File: src/rtl/fsk_tone_pkg.sv
package fsk_tone_pkg;

    localparam int CODE_W = 2;

    typedef logic [CODE_W-1:0] code_t;

    typedef enum logic {
        TONE_SPACE = 1'b0,
        TONE_MARK  = 1'b1
    } tone_e;

    // Code driven while no sample has been produced (mid-scale, phase zero)
    localparam code_t CODE_IDLE = code_t'(2);

    // Per-strobe control bundle handed from the bit timer to the phase path
    typedef struct packed {
        logic  stb;
        logic  boundary;
        tone_e bit_in;
    } sample_req_t;

    // Four-level quantised sine of phase idx out of len positions.
    // Thresholds are worked in twelfths of the cycle, so only integer maths is needed.
    function automatic code_t sine_code(input int idx, input int len);
        int a12;
        a12 = 12 * idx;
        if (2 * idx <= len) begin
            return (a12 >= len && a12 <= 5 * len) ? code_t'(3) : code_t'(2);
        end
        return (a12 > 7 * len && a12 < 11 * len) ? code_t'(0) : code_t'(1);
    endfunction

endpackage

File: src/rtl/fsk_sine_lut.sv
module fsk_sine_lut
    import fsk_tone_pkg::*;
#(
    parameter int TABLE_LEN = 66,
    parameter int PHASE_W   = $clog2(TABLE_LEN)
) (
    input  logic [PHASE_W-1:0] idx,
    output code_t              code
);
    localparam logic [PHASE_W-1:0] LAST_IDX = PHASE_W'(TABLE_LEN - 1);

    code_t table_q [TABLE_LEN];

    for (genvar g = 0; g < TABLE_LEN; g++) begin : g_entry
        assign table_q[g] = sine_code(g, TABLE_LEN);
    end

    always_comb begin
        if (idx <= LAST_IDX) code = table_q[idx];
        else                 code = CODE_IDLE;
    end
endmodule

File: src/rtl/fsk_baud_timer.sv
module fsk_baud_timer #(
    parameter int BAUD_SAMPLES = 11,
    parameter int CNT_W        = $clog2(BAUD_SAMPLES + 1)
) (
    input  logic clk,
    input  logic rst,
    input  logic stb,
    output logic boundary,
    output logic pulse
);
    localparam logic [CNT_W-1:0] RELOAD = CNT_W'(BAUD_SAMPLES - 1);
    localparam logic [CNT_W-1:0] ONE    = CNT_W'(1);

    logic [CNT_W-1:0] cnt_q;

    assign boundary = (cnt_q == '0);

    always_ff @(posedge clk) begin
        if (rst) begin
            cnt_q <= '0;
            pulse <= 1'b0;
        end else begin
            pulse <= 1'b0;
            if (stb) begin
                if (boundary) begin
                    cnt_q <= RELOAD;
                end else begin
                    cnt_q <= cnt_q - ONE;
                    if (cnt_q == ONE) pulse <= 1'b1;
                end
            end
        end
    end


    cnt_range_chk: assert property (@(posedge clk) disable iff (rst)
        cnt_q <= RELOAD);


    pulse_at_boundary_chk: assert property (@(posedge clk) disable iff (rst)
        pulse |-> boundary);


    pulse_single_chk: assert property (@(posedge clk) disable iff (rst)
        pulse |=> !pulse);


    cnt_hold_chk: assert property (@(posedge clk) disable iff (rst)
        !stb |=> $stable(cnt_q));
endmodule

File: src/rtl/fsk_phase_acc.sv
module fsk_phase_acc
    import fsk_tone_pkg::*;
#(
    parameter int TABLE_LEN  = 66,
    parameter int MARK_STEP  = 11,
    parameter int SPACE_STEP = 6,
    parameter int PHASE_W    = $clog2(TABLE_LEN)
) (
    input  logic               clk,
    input  logic               rst,
    input  sample_req_t        req,
    output logic [PHASE_W-1:0] phase,
    output tone_e              tone
);
    localparam int SUM_W = PHASE_W + 1;
    localparam logic [SUM_W-1:0] LEN_S   = SUM_W'(TABLE_LEN);
    localparam logic [SUM_W-1:0] MARK_S  = SUM_W'(MARK_STEP);
    localparam logic [SUM_W-1:0] SPACE_S = SUM_W'(SPACE_STEP);

    tone_e            held_q;
    tone_e            eff_tone;
    logic [SUM_W-1:0] sum;
    logic [SUM_W-1:0] wrapped;

    // The bit taken at a boundary already governs the step of that same strobe
    assign eff_tone = req.boundary ? req.bit_in : held_q;
    assign sum      = {1'b0, phase} + ((eff_tone == TONE_MARK) ? MARK_S : SPACE_S);
    assign wrapped  = (sum >= LEN_S) ? (sum - LEN_S) : sum;
    assign tone     = held_q;

    always_ff @(posedge clk) begin
        if (rst) begin
            phase  <= '0;
            held_q <= TONE_MARK;
        end else if (req.stb) begin
            phase <= wrapped[PHASE_W-1:0];
            if (req.boundary) held_q <= req.bit_in;
        end
    end


    phase_range_chk: assert property (@(posedge clk) disable iff (rst)
        int'(phase) < TABLE_LEN);


    phase_hold_chk: assert property (@(posedge clk) disable iff (rst)
        !req.stb |=> $stable(phase));


    tone_hold_chk: assert property (@(posedge clk) disable iff (rst)
        !(req.stb && req.boundary) |=> $stable(held_q));


    mark_step_chk: assert property (@(posedge clk) disable iff (rst)
        (req.stb && eff_tone == TONE_MARK) |=>
            ((int'(phase) - int'($past(phase)) + TABLE_LEN) % TABLE_LEN) == MARK_STEP);


    space_step_chk: assert property (@(posedge clk) disable iff (rst)
        (req.stb && eff_tone == TONE_SPACE) |=>
            ((int'(phase) - int'($past(phase)) + TABLE_LEN) % TABLE_LEN) == SPACE_STEP);
endmodule

File: src/rtl/fsk_tone_gen.sv
module fsk_tone_gen
    import fsk_tone_pkg::*;
#(
    parameter int TABLE_LEN    = 66,
    parameter int MARK_STEP    = 11,
    parameter int SPACE_STEP   = 6,
    parameter int BAUD_SAMPLES = 11
) (
    input  logic       clk,
    input  logic       rst,
    input  logic       sample_stb,
    input  logic       tx_bit,
    output logic [1:0] tone_code,
    output logic       bit_req
);
    localparam int PHASE_W = $clog2(TABLE_LEN);

    sample_req_t        req;
    logic               boundary;
    logic [PHASE_W-1:0] phase;
    tone_e              tone;
    code_t              lut_code;
    code_t              code_q;

    fsk_baud_timer #(
        .BAUD_SAMPLES(BAUD_SAMPLES)
    ) u_timer (
        .clk     (clk),
        .rst     (rst),
        .stb     (sample_stb),
        .boundary(boundary),
        .pulse   (bit_req)
    );

    assign req.stb      = sample_stb;
    assign req.boundary = boundary;
    assign req.bit_in   = tone_e'(tx_bit);

    fsk_phase_acc #(
        .TABLE_LEN (TABLE_LEN),
        .MARK_STEP (MARK_STEP),
        .SPACE_STEP(SPACE_STEP),
        .PHASE_W   (PHASE_W)
    ) u_phase (
        .clk  (clk),
        .rst  (rst),
        .req  (req),
        .phase(phase),
        .tone (tone)
    );

    fsk_sine_lut #(
        .TABLE_LEN(TABLE_LEN),
        .PHASE_W  (PHASE_W)
    ) u_lut (
        .idx (phase),
        .code(lut_code)
    );

    always_ff @(posedge clk) begin
        if (rst)             code_q <= CODE_IDLE;
        else if (sample_stb) code_q <= lut_code;
    end

    assign tone_code = code_q;


    code_hold_chk: assert property (@(posedge clk) disable iff (rst)
        !sample_stb |=> $stable(tone_code));


    req_needs_strobe_chk: assert property (@(posedge clk) disable iff (rst)
        !sample_stb |=> !bit_req);


    tone_stable_chk: assert property (@(posedge clk) disable iff (rst)
        !(sample_stb && boundary) |=> $stable(tone));
endmodule

File: config.mk
export PLATFORM = sky130hd
export DESIGN_NAME = fsk_tone_gen
export DESIGN_NICKNAME = d
export VERILOG_FILES = /design/src/rtl/fsk_tone_pkg.sv /design/src/rtl/fsk_sine_lut.sv /design/src/rtl/fsk_baud_timer.sv /design/src/rtl/fsk_phase_acc.sv /design/src/rtl/fsk_tone_gen.sv
export SDC_FILE = /design/constraint.sdc
export NUM_CORES = 1
export LEC_CHECK = 0
export ABC_AREA = 1
export BUFFER_PORTS_ARGS = -buffer_cell sky130_fd_sc_hd__buf_2
export CORE_ASPECT_RATIO = 1.5
export CORE_MARGIN = 2
export CORE_UTILIZATION = 30
export CTS_BUF_LIST = sky130_fd_sc_hd__clkbuf_4
export CTS_CLUSTER_DIAMETER = 60
export CTS_CLUSTER_SIZE = 28
export DETAILED_ROUTE_END_ITERATION = 6
export GPL_ROUTABILITY_DRIVEN = 0
export HOLD_SLACK_MARGIN = 0.08
export PLACE_DENSITY = 0.49
export SYNTH_ARGS = -nofsm -noshare
export SYNTH_HDL_FRONTEND = slang
export SYNTH_SLANG_ARGS = --single-unit
File: constraint.sdc
create_clock -name clk -period 5 [get_ports clk]
set_clock_uncertainty 0.1 [all_clocks]
set_input_delay 0.25 -clock clk [delete_from_list [all_inputs] [get_ports clk]]
set_output_delay 0.25 -clock clk [all_outputs]
set_load 0.02 [all_outputs]
==> impl_metrics.yaml, run 1 <==
clock_network:
  postCtsSetupBuffers: 0
  tritoncts: "yes"
  path_clk_slew_ps: 90
  clock-sinks: 15
  clock_latency_ps: 280
  holdBufCountCts: 0
  cts_made_buffers: 3
  cts_resized: 0
  cts-root-buf: "clkbuf_4"
  cts_buffer_depth: 2
  htree_levels: 1
logic_synthesis:
  ys_warn_count: 0
  synthTopCellsByArea: "dfxtp_1, nand2_1, inv_1"
  synth_edf_count: 0
  yosysMostFrequentCell: "nand2_1"
  ys_types: 32
  netlist_area_sq_um: 1190
  syn_inst: 170
  synth_top_area_frac: 0.252
  synth_common_cells: "nand2_1, inv_1, nand3_1"
  synth_top_cell_by_area: "dfxtp_1"
  ys_ff_latch: 15
  syn_avg_cell_area_sq_um: 7.02
  synth-seq-area-share: 0.252
  async_reset_ff_frac: 0
  synth_ff_type: "dfxtp_1"
  syn_nets: 179
sta:
  finalSetupViolations: 0
  rsz0062_at_grt: "false"
  fin_ws_ps: 2410
  hold_violations: 0
  fin_tns_setup_ps: 0
  tightest_slew_ps: 420
  min_period_over_period: 0.518
  relSlewSlack: 0.717
  max_freq_ghz: 0.386
  fin_crit_ps: 2590
  drv_slew: 0
worst_setup_path:
  reg2reg_depth: 19
  cp_max_fo: 7
  endpoint_kind: "flop"
  cp-startpoint: "u_timer.cnt_q[0]$_SDFFE_PP0P_"
  critPathLaunchType: "flop"
  worstPathArrival_ps: 2680
  crit_type: "reg -> reg"
  rr_startpoint: "u_timer.cnt_q[0]$_SDFFE_PP0P_"
  worstPathRequired_ps: 5090
floorplan:
  die_w_um: 55.5
  core_area_sq_um: 3890
  ios: 7
  rows: 28
  fp.dieH_um: 81.3
  initial_core_util: 0.307
  design.die.area_sq_um: 4510
min_path:
  worstHoldPathCells: 2
  hp-start: "rst"
  hp-class: "in -> reg"
global_routing:
  use_met2: 0.267
  grt-ovfl-total: 0
  grt-busiest-layer: "met2"
  grt_pass1_wl_mm: 4.64
  grt.met1_usage: 0.129
  grt_max_degree: 18
  grt_pass1_vias: 1100
  antenna_found_initial: 0
  grt_util_met3: 0.0143
  grt_use_total: 0.127
route:
  vias: 1063
  viasPerCell: 4.79
  finalWirelength_mm: 2.64
  drc_errors: 0
  drt_pass1_iterations: 4
  wl_per_cell_um: 11.9
  postRouteAntennaNets: 0
  drt_iter0_drc: 15
placed_design:
  dpl_worst_slack_ps: 2410
  io_buffers: 6
  hpwl_mm: 2.19
power_and_ir_drop:
  cellPowerDensity_nw_per_um2: 334
  peakVddDrop_mv: 0.157
  p_leak_uw: 0.000613
finish:
  syn_to_final_growth_pct: 7.86
  fillers: 431
  finish.net_count: 187
  diodes: 0
  drive_gt1_frac: 0.209
outcome:
  status: "finished clean"
run:
  drv_cap: 0
[layout by cell type (no fill, tap or decap), drive strengths merged, types with 3 or more instances in the layout]
master  Yosys  routed
ha          5       5
nand3      23      23
nand2      51      51
clkbuf      1       3
a21oi      12      12
buf         2       6
nand4       4       4
o21ai       8       8
dfxtp      15      15
nor2        9       9
inv        30      30
[layout make-up]
| type | instances | area [sq um] | area share |
|---|---|---|---|
| Inverter | 30 | 115 | 0.0894 |
| Clock buffer | 3 | 22.5 | 0.0175 |
| Tap cell | 45 | 56.3 | 0.0437 |
| Timing Repair Buffer | 6 | 30.0 | 0.0233 |
| Sequential cell | 15 | 300 | 0.233 |
| Clock inverter | 1 | 5.00 | 0.00389 |
| Multi-Input combinational cell | 122 | 758 | 0.589 |
[per-layer routing]
layer / wire, um / vias to the layer above
met1: 1150 / 491
met4: 16 / 0
met3: 25 / 2
met2: 1450 / 4
met5: 0 / -
li1: - / 566
[worst max-delay path, stage by stage (launching register included)]
cell     delay (ps)
dfxtp_1         340
inv_1            80
ha_1            230
nand2_2         110
nand2_4          90
nand2_1         100
ha_1            390
nand4_1         120
nand2_1          90
inv_1            50
nand2_1          60
nand2_1         100
nand2_4         110
nand3_4          90
nand2_4         110
nand2_4          80
o21ai_2          60
nand3_1         100
nand2_1          90
inv_1            30
[flip-flops by register name, summed over array words and instances, names as in the netlist]
name and count:
u_phase.tone 1, u_timer.cnt_q 4, u_timer.pulse 1, u_phase.phase 7, tone_code 2
[where the power goes]
group	internal, uW	switching (uW)
clock network	29.6	38.7
logic	75.9	139
registers	132	14.4
[stage by stage]
stage                     hold WS, ps  total power [uW]  cells  utilization  cell area, sq um
after CTS                         149               437    222        0.331              1290
final                             159               430    222        0.331              1290
after floorplan                   363               329    170            -              1190
after global placement            353               361    218        0.324              1260
after detailed placement          363               365    218        0.324              1260
after global routing              152               470    222        0.331              1290
[cell families after synthesis]
logic type,after synthesis,share of synthesized area
adders and majority gates,5,0.0524
xor gates and xnor gates,2,0.0147
buffers and inverters,33,0.113
and+or+nand+nor,87,0.427
DFF,15,0.252
AOI/OAI and AO/OA,28,0.142
[final timing paths]
path	to	slack, ps
worst max register to register	u_phase.phase[3]$_SDFFE_PP0P_	2410
worst max-delay path	u_phase.phase[3]$_SDFFE_PP0P_	2410
worst min register to register	tone_code[1]$_SDFFE_PP1P_	370
worst min-delay path	u_phase.phase[2]$_SDFFE_PP0P_	160
Note: power is estimated with default switching activity, not from simulation.
==> inputs of run 2 (changes only) <==
==> constraint.sdc (replaced) <==
create_clock -name clk -period 2.5 [get_ports clk]
set_clock_uncertainty 0.1 [all_clocks]
set_input_delay 0.125 -clock clk [delete_from_list [all_inputs] [get_ports clk]]
set_output_delay 0.125 -clock clk [all_outputs]
set_load 0.02 [all_outputs]
==> run 2 against run 1 <==
Critical path depth decreased by 1. Worst hold slack lost 37 ps. First-iteration DRC count down 20%. Sequential share of layout area shrank 2.0 points. Sequential cell count stayed put. Clock-buffer cell count unchanged. Sequential power is 100% higher. Critical endpoint is now u_phase.phase[4]$_SDFFE_PP0P_. Global-route usage grew 0.48 points. Die area unchanged. Combinational power increased by 140%. Total power rose by 120%.
==> impl_metrics.yaml, run 2 (synthesis results as in run 1) <==
sta:
  rsz0062_at_grt: "false"
  drv_slew: 0
  finalSetupViolations: 0
  hold_violations: 0
  fin_crit_ps: 2290
  tightest_slew_ps: 419
  max_freq_ghz: 0.437
  min_period_over_period: 0.916
  relSlewSlack: 0.717
  fin_tns_setup_ps: 0
power_and_ir_drop:
  p_leak_uw: 0.000674
  switching_share: 0.434
  cellPowerDensity_nw_per_um2: 674
  p_clk_frac: 0.150
  p_switching_uw: 416
  p_int_uw: 543
  seq_power_share: 0.309
  power_uw: 959
  peakVddDrop_mv: 0.346
  combPwrFrac: 0.540
clock_network:
  cts_made_buffers: 3
  clock-sinks: 15
  cts_buffer_depth: 2
  htree_levels: 1
  cts-root-buf: "clkbuf_4"
  tritoncts: "yes"
  path_clk_slew_ps: 100
  clock_latency_ps: 290
min_path:
  hp-class: "in -> reg"
outcome:
  status: "finished clean"
finish:
  final_common_cell: "nand2_1"
  regMostFlops: "u_phase.phase"
  finish.net_count: 200
  largest_register_ffs: 7
  post-route-util: 0.366
  fin_area_sq_um: 1420
  drive_gt1_frac: 0.311
  syn_to_final_growth_pct: 19.2
  diodes: 0
  layout_common_cells: "nand2_1, inv_1, nand3_1"
global_routing:
  grt-ovfl-total: 0
  grt_pass1_wl_mm: 4.77
  grt_max_degree: 18
  grt_use_total: 0.132
  grt_pass1_vias: 1165
  antenna_found_initial: 0
floorplan:
  initial_core_util: 0.307
  core_area_sq_um: 3890
  rows: 28
  die_w_um: 55.5
  ios: 7
  design.die.area_sq_um: 4510
  fp.dieH_um: 81.3
route:
  met2_length_mm: 1.56
  viasPerCell: 4.78
  drc_errors: 0
  wl_per_cell_um: 11.9
  drt_pass1_iterations: 3
  postRouteAntennaNets: 0
  top_layer: "met4"
  vias: 1123
  finalWirelength_mm: 2.81
  m1WireLength_mm: 1.19
  drt_iter0_drc: 12
  wl_met3_um: 22
run:
  drv_cap: 0
worst_setup_path:
  slowest_stage: "dfxtp_1"
  critPathLaunchType: "flop"
  path_cells: "nor2_4 > nand2_2 > nand2_4 > nand2_2 > ha_4 > nand4_1 > nand2_2 > inv_1 > nand2_1 > nand2_2 > nand2_4 > nand3_4 > nand2_4 > nand2_4 > nand2_1 > nand3_1 > nand2_1 > inv_1"
  critPathMaxStageDelay_ps: 350
  endpoint_kind: "flop"
  worstPathRequired_ps: 2600
  crit_type: "reg -> reg"
  cp_max_fo: 7
  worstPathArrival_ps: 2390
placed_design:
  hpwl_mm: 2.33
  io_buffers: 6
  post_dp_cell_area_sq_um: 1340
## run 2: layout make-up
class | count | area [sq um]
Fill cell | 427 | 2470
Multi-Input combinational cell | 122 | 791
Sequential cell | 15 | 303
Timing Repair Buffer | 19 | 130
Inverter | 30 | 115
Tap cell | 45 | 56.3
Clock buffer | 3 | 22.5
Clock inverter | 1 | 5.00
## run 2: final timing paths
| check | depth (start not counted) | startpoint | slack [ps] | endpoint |
|---|---|---|---|---|
| worst max-delay path | 18 | u_timer.cnt_q[2]$_SDFFE_PP0P_ | 210 | u_phase.phase[4]$_SDFFE_PP0P_ |
| worst min register to register | 2 | tone_code[0]$_SDFFE_PP0P_ | 380 | tone_code[0]$_SDFFE_PP0P_ |
| worst max register to register | 18 | u_timer.cnt_q[2]$_SDFFE_PP0P_ | 210 | u_phase.phase[4]$_SDFFE_PP0P_ |
| worst min-delay path | 2 | sample_stb | 120 | u_timer.cnt_q[1]$_SDFFE_PP0P_ |
## run 2: timing repair
action                                  4_1_cts  5_1_grt
hold buffers                                  1        0
endpoints found under the hold margin         6        0
endpoints found under the setup margin        0        6
gates resized for setup                       0       11
setup buffers                                 0        1
## run 2: through the flow
stage / setup slack, ps / instances / hold slack, ps
after global placement: 60.5 / 229 / 324
after CTS: 8.43 / 234 / 122
after global routing: 12.2 / 235 / 151
final: 211 / 235 / 121
after detailed placement: 29.9 / 229 / 329
after floorplan: 199 / 170 / 274
## run 2: critical path, delay by kind of cell, from the launching register on
kind	cells	cell delay [ps]
adders and majority gates	1	290
buffers and inverters	2	90
DFF	1	350
and+or+nand+nor	15	1360
## run 2: power by group through the flow
| stage | combinational, uW | sequential [uW] | clock (uW) |
|---|---|---|---|
| finish | 519 | 297 | 144 |
| global route | 585 | 300 | 157 |
| CTS | 509 | 294 | 149 |
| detailed placement | 505 | 299 | 0 |
| global placement | 505 | 298 | 0 |
| floorplan | 361 | 296 | 0 |
## run 2: layer usage
layer | up-vias | track usage
met5 | - | 0
li1 | 598 | -
met3 | 4 | 0.00955
met4 | 0 | 0.0439
met1 | 515 | 0.134
met2 | 6 | 0.277
